`src/rtl/hzc_pkg.sv`:
```
package hzc_pkg;
  localparam int OP_W  = 3;
  localparam int N_FWD = 3;
  localparam int SEL_W = $clog2(N_FWD + 1);

  typedef enum logic [OP_W-1:0] {
    OP_ADD  = 3'd0,
    OP_NOR  = 3'd1,
    OP_LW   = 3'd2,
    OP_SW   = 3'd3,
    OP_BEQ  = 3'd4,
    OP_JALR = 3'd5,
    OP_HALT = 3'd6,
    OP_NOOP = 3'd7
  } op_e;

  function automatic logic op_reads_a(input logic [OP_W-1:0] op);
    return op inside {OP_ADD, OP_NOR, OP_LW, OP_SW, OP_BEQ, OP_JALR};
  endfunction

  function automatic logic op_reads_b(input logic [OP_W-1:0] op);
    return op inside {OP_ADD, OP_NOR, OP_SW, OP_BEQ};
  endfunction

  function automatic logic op_writes(input logic [OP_W-1:0] op);
    return op inside {OP_ADD, OP_NOR, OP_LW};
  endfunction
endpackage

```
`src/rtl/hzc_prod_dec.sv`:
```
module hzc_prod_dec
  import hzc_pkg::*;
#(
  parameter int REG_W = 3,
  localparam int WORD_W = OP_W + 3 * REG_W
) (
  input  logic [WORD_W-1:0] word,
  output logic              wr,
  output logic [REG_W-1:0]  dest
);
  logic [OP_W-1:0]  op;
  logic [REG_W-1:0] f_rb, f_rd;

  assign op   = word[WORD_W-1 -: OP_W];
  assign f_rb = word[REG_W +: REG_W];
  assign f_rd = word[0 +: REG_W];

  // lw targets its rb field, add/nor target rd
  assign wr   = op_writes(op);
  assign dest = (op == OP_LW) ? f_rb : f_rd;
endmodule

```
`src/rtl/hzc_fwd_sel.sv`:
```
module hzc_fwd_sel
  import hzc_pkg::*;
#(
  parameter int REG_W = 3
) (
  input  logic                         need,
  input  logic [REG_W-1:0]             src,
  input  logic [N_FWD-1:0]             wr,
  input  logic [N_FWD-1:0][REG_W-1:0]  dst,
  output logic [SEL_W-1:0]             sel
);
  // Scan oldest to nearest so the nearest match is written last
  always_comb begin
    sel = '0;
    for (int i = N_FWD - 1; i >= 0; i--) begin
      if (need && wr[i] && (dst[i] == src)) sel = SEL_W'(i + 1);
    end
  end

  always_comb begin
    if (sel != '0) begin
      assert_fwd_needed_R3: assert (need)
        else $error("select raised for an operand that is not read");
      for (int j = 0; j < N_FWD; j++) begin
        if (j < int'(sel) - 1) begin
          assert_nearest_wins_R5: assert (!(wr[j] && dst[j] == src))
            else $error("a nearer producer was skipped");
        end
      end
    end
  end
endmodule

```
`src/rtl/hzc_load_use.sv`:
```
module hzc_load_use
  import hzc_pkg::*;
#(
  parameter int REG_W = 3
) (
  input  logic [OP_W-1:0]  dec_op,
  input  logic [REG_W-1:0] dec_ra,
  input  logic [REG_W-1:0] dec_rb,
  input  logic [OP_W-1:0]  exe_op,
  input  logic [REG_W-1:0] exe_dest,
  output logic             hazard
);
  logic hit_a, hit_b;

  // Only fields the decode opcode actually reads count
  assign hit_a  = op_reads_a(dec_op) && (dec_ra == exe_dest);
  assign hit_b  = op_reads_b(dec_op) && (dec_rb == exe_dest);
  assign hazard = (exe_op == OP_LW) && (hit_a || hit_b);
endmodule

```
`src/rtl/hazard_ctrl.sv`:
```
module hazard_ctrl
  import hzc_pkg::*;
#(
  parameter int REG_W = 3,
  localparam int WORD_W = OP_W + 3 * REG_W
) (
  input  logic [WORD_W-1:0] dec_word,
  input  logic [WORD_W-1:0] exe_word,
  input  logic [WORD_W-1:0] mem_word,
  input  logic [WORD_W-1:0] wb_word,
  input  logic [WORD_W-1:0] ret_word,
  input  logic              br_taken,
  output logic [1:0]        fwd_a,
  output logic [1:0]        fwd_b,
  output logic              hold_front,
  output logic              bubble_exe,
  output logic              flush_dec,
  output logic              flush_exe,
  output logic              flush_mem
);
  localparam int RA_LSB = 2 * REG_W;
  localparam int RB_LSB = REG_W;

  logic [OP_W-1:0]  dec_op, exe_op, mem_op;
  logic [REG_W-1:0] exe_ra, exe_rb;

  assign dec_op = dec_word[WORD_W-1 -: OP_W];
  assign exe_op = exe_word[WORD_W-1 -: OP_W];
  assign mem_op = mem_word[WORD_W-1 -: OP_W];
  assign exe_ra = exe_word[RA_LSB +: REG_W];
  assign exe_rb = exe_word[RB_LSB +: REG_W];

  // Producer decode for the execute stage (load-use) and the three forward sources
  logic [N_FWD-1:0][WORD_W-1:0] src_word;
  logic [N_FWD-1:0]             src_wr;
  logic [N_FWD-1:0][REG_W-1:0]  src_dst;
  logic                         exe_wr;
  logic [REG_W-1:0]             exe_dst;

  assign src_word[0] = mem_word;
  assign src_word[1] = wb_word;
  assign src_word[2] = ret_word;

  hzc_prod_dec #(.REG_W(REG_W)) u_exe_dec (
    .word(exe_word), .wr(exe_wr), .dest(exe_dst)
  );

  generate
    for (genvar s = 0; s < N_FWD; s++) begin : g_src
      hzc_prod_dec #(.REG_W(REG_W)) u_dec (
        .word(src_word[s]), .wr(src_wr[s]), .dest(src_dst[s])
      );
    end
  endgenerate

  // One select unit per ALU operand
  logic [1:0]             opnd_need;
  logic [1:0][REG_W-1:0]  opnd_reg;
  logic [1:0][SEL_W-1:0]  opnd_sel;

  assign opnd_need[0] = op_reads_a(exe_op);
  assign opnd_need[1] = op_reads_b(exe_op);
  assign opnd_reg[0]  = exe_ra;
  assign opnd_reg[1]  = exe_rb;

  generate
    for (genvar k = 0; k < 2; k++) begin : g_opnd
      hzc_fwd_sel #(.REG_W(REG_W)) u_sel (
        .need(opnd_need[k]), .src(opnd_reg[k]),
        .wr(src_wr), .dst(src_dst), .sel(opnd_sel[k])
      );
    end
  endgenerate

  assign fwd_a = opnd_sel[0];
  assign fwd_b = opnd_sel[1];

  // Load-use detection and squash
  logic lu_hazard, squash;

  hzc_load_use #(.REG_W(REG_W)) u_lu (
    .dec_op(dec_op),
    .dec_ra(dec_word[RA_LSB +: REG_W]),
    .dec_rb(dec_word[RB_LSB +: REG_W]),
    .exe_op(exe_op),
    .exe_dest(exe_dst),
    .hazard(lu_hazard)
  );

  assign squash     = (mem_op == OP_BEQ) && br_taken;
  assign hold_front = lu_hazard && !squash;
  assign bubble_exe = hold_front;
  assign flush_dec  = squash;
  assign flush_exe  = squash;
  assign flush_mem  = squash;

  always_comb begin
    assert_squash_wins_R9: assert (!(flush_mem && hold_front))
      else $error("hold raised during a squash");
    if (hold_front) begin
      assert_hold_needs_load_R6: assert (exe_wr && exe_op == OP_LW)
        else $error("hold without a load in execute");
    end
    if (!br_taken) begin
      assert_no_flush_untaken_R8: assert (!(flush_dec || flush_exe || flush_mem))
        else $error("flush without a taken branch");
    end
  end
endmodule

```
`config.mk`:
```
export PLATFORM = sky130hd
export DESIGN_NAME = hazard_ctrl
export DESIGN_NICKNAME = d
export VERILOG_FILES = /design/src/rtl/hzc_pkg.sv /design/src/rtl/hzc_prod_dec.sv /design/src/rtl/hzc_fwd_sel.sv /design/src/rtl/hzc_load_use.sv /design/src/rtl/hazard_ctrl.sv
export SDC_FILE = /design/constraint.sdc
export NUM_CORES = 1
export LEC_CHECK = 0
export BUFFER_PORTS_ARGS = -buffer_cell sky130_fd_sc_hd__buf_2
export CAP_MARGIN = 25
export CORE_MARGIN = 3
export CORE_UTILIZATION = 37
export DETAILED_ROUTE_END_ITERATION = 7
export PLACE_DENSITY = 0.8
export SYNTH_ARGS = -nofsm -noshare
export SYNTH_HDL_FRONTEND = slang
export SYNTH_SLANG_ARGS = --single-unit
```
`constraint.sdc`:
```
create_clock -name vclk -period 1.7
set_input_delay 0.085 -clock vclk [all_inputs]
set_output_delay 0.085 -clock vclk [all_outputs]
set_load 0.03 [all_outputs]
```
==> results.yml <==
outcome:
  status: "finished with violations"
  violations: "setup timing"
cells_and_area:
  fin_cells: 218
  drive_above_1_share_pct: 49.7
  seq_cell_count: 0
  synthToLayoutAreaGrowth_pct: 64.7
  antennaDiodeCount: 0
  seqCellArea_um2: 0
  num-nets-final: 254
  multi_input_area_um2: 845
  n_fill_cell: 182
  clkbuf_count: 0
sta:
  rsz0062_at_grt: "yes"
  tns_ns: -0.240
  setup_viol: 4
  max_freq_mhz: 553
  maxSlewViolCount: 0
  relSlewSlack_pct: 77.8
  tightest_slew_ns: 0.331
  finalWorstSetupSlack_ns: -0.107
  period_share_pct: 106
  hold_viol: 0
  hold_slack_ns: 0.543
  finalCriticalPeriod_ns: 1.81
synth:
  yosysWarnings: 0
  ys_top_cells_by_count: "inv_1 (10), xnor2_1 (10), a21oi_1 (9), mux2i_1 (9), nand2_1 (8)"
  yosys.area.top_type: "mux2i_1"
  yosysSeqAreaShare_pct: 0
  synth_area_leaders: "mux2i_1 (11%), xnor2_1 (10%), xor2_1 (7.3%)"
  syn_avg_cell_area_um2: 6.91
  synth_top_area_share_pct: 10.7
  ys_types: 41
  syn-num-nets: 183
  syn_area_um2: 843
  synthCells: 122
detailed_routing:
  ant_nets: 0
  wl_um: 3170
  dr.pass1.iters: 4
  vias_per_cell: 5.57
  drc: 0
  wl_per_cell_um: 14.6
  vias: 1215
  drt_iter0_drc: 22
power:
  p_clk_share_pct: 0
  comb_power_share_pct: 100.0
  p_seq_share_pct: 0
  p_leak_nw: 0.666
  irDropWorstVdd_uv: 118
  p_int_mw: 0.172
  power.switching_mw: 0.174
  p_per_area_nw_per_um2: 249
  netSwitchingFraction_pct: 50.2
grt:
  grt.total_usage_pct: 21.5
  grt_first_pass_wirelength_um: 4870
  grt_overflow: 0
  grt_max_degree: 8
  grt_util_met2_pct: 41.5
  use_met3_pct: 2.22
  use_met1_pct: 25.9
  gr-max-usage-layer: "met2"
  antenna_found_initial: 0
  grt_pass1_vias: 1188
place:
  place_hpwl_um: 2580
  dp.cells: 218
  numPortBuffers: 58
  gp_congestion: 0.860
die:
  row_count: 16
  io_pins: 70
  core_area_um2: 2060
  die_w_um: 53.7
  dieArea_um2: 2890
  start_util_pct: 40.9
  fp.dieH_um: 53.7
job:
  drv_cap: 0
hold_path:
  hold_path_class: "input port to output pin"
critical_path:
  worstPathArrival_ns: 1.72
  crit_path_max_fanout: 3
  critPathRequiredTime_ns: 1.62
  critPathCaptureType: "output pin"
  crit_type: "input port to output pin"
  worstSetupStartpointType: "input port"
==> metrics by stage <==
stage,total power [mW],util [%],cell area (um^2),setup slack (ns)
finish,0.346,67.4,1390,-0.107
global route,0.373,67.4,1390,-0.167
CTS,0.334,65.8,1360,-0.125
detailed placement,0.309,62.1,1280,-0.214
global placement,0.298,62.1,1280,-0.168
floorplan,0.169,-,867,-0.0518
==> worst paths after layout <==
| check | start | to | slack (ns) | depth (start not counted) |
|---|---|---|---|---|
| max | mem_word[9] | fwd_a[1] | -0.11 | 7 |
| min | br_taken | flush_mem | 0.54 | 4 |
==> cell families after synthesis <==
family | synth area share, %
and+or+nand+nor | 29.4
AOI/OAI and AO/OA | 31.2
xor gates and xnor gates | 17.7
buffers and inverters | 9.79
muxes | 12.0
==> power by group through the flow <==
stage	combinational, mW	sequential [mW]	clock, mW
global placement	0.298	0	0
global route	0.373	0	0
detailed placement	0.309	0	0
finish	0.346	0	0
CTS	0.334	0	0
floorplan	0.169	0	0
==> cell type report <==
cell class         count  area share, %
well taps             27           2.43
multi-input cells    105           60.8
inverters             10           2.70
repair buffers        76           34.1
==> layer usage <==
| layer | share of wire (%) | vias to the layer above |
|---|---|---|
| li1 | - | 592 |
| met1 | 42 | 563 |
| met2 | 49 | 60 |
| met3 | 9.2 | 0 |
| met4 | 0 | 0 |
| met5 | 0 | - |
==> critical path, cell delays in order <==
cell and delay, ns:
buf_6 0.10, nor3b_4 0.30, mux2i_2 0.29, xnor2_1 0.09, or4_4 0.55, a21boi_4 0.16, buf_6 0.14
==> layout by cell type (no fill, tap or decap), drive strengths merged, types with 2 or more instances in the layout <==
| cell | n |
|---|---|
| buf | 76 |
| nand3 | 2 |
| xor2 | 7 |
| nand4 | 2 |
| nor2b | 2 |
| nor2 | 4 |
| inv | 10 |
| nor3b | 5 |
| nand2b | 7 |
| o221ai | 2 |
| o21ai | 8 |
| a21oi | 9 |
| a221oi | 4 |
| or2 | 2 |
| a21o | 2 |
| xnor2 | 10 |
| nand2 | 8 |
| mux2i | 9 |
| nor3 | 4 |
==> what timing repair did <==
action,in CTS,in global routing
setup endpoints to repair,4,4
hold buffers,0,0
resized for setup,18,5
buffers inserted,0,0
pin swaps,7,6
(Power assumes the default switching activity.)
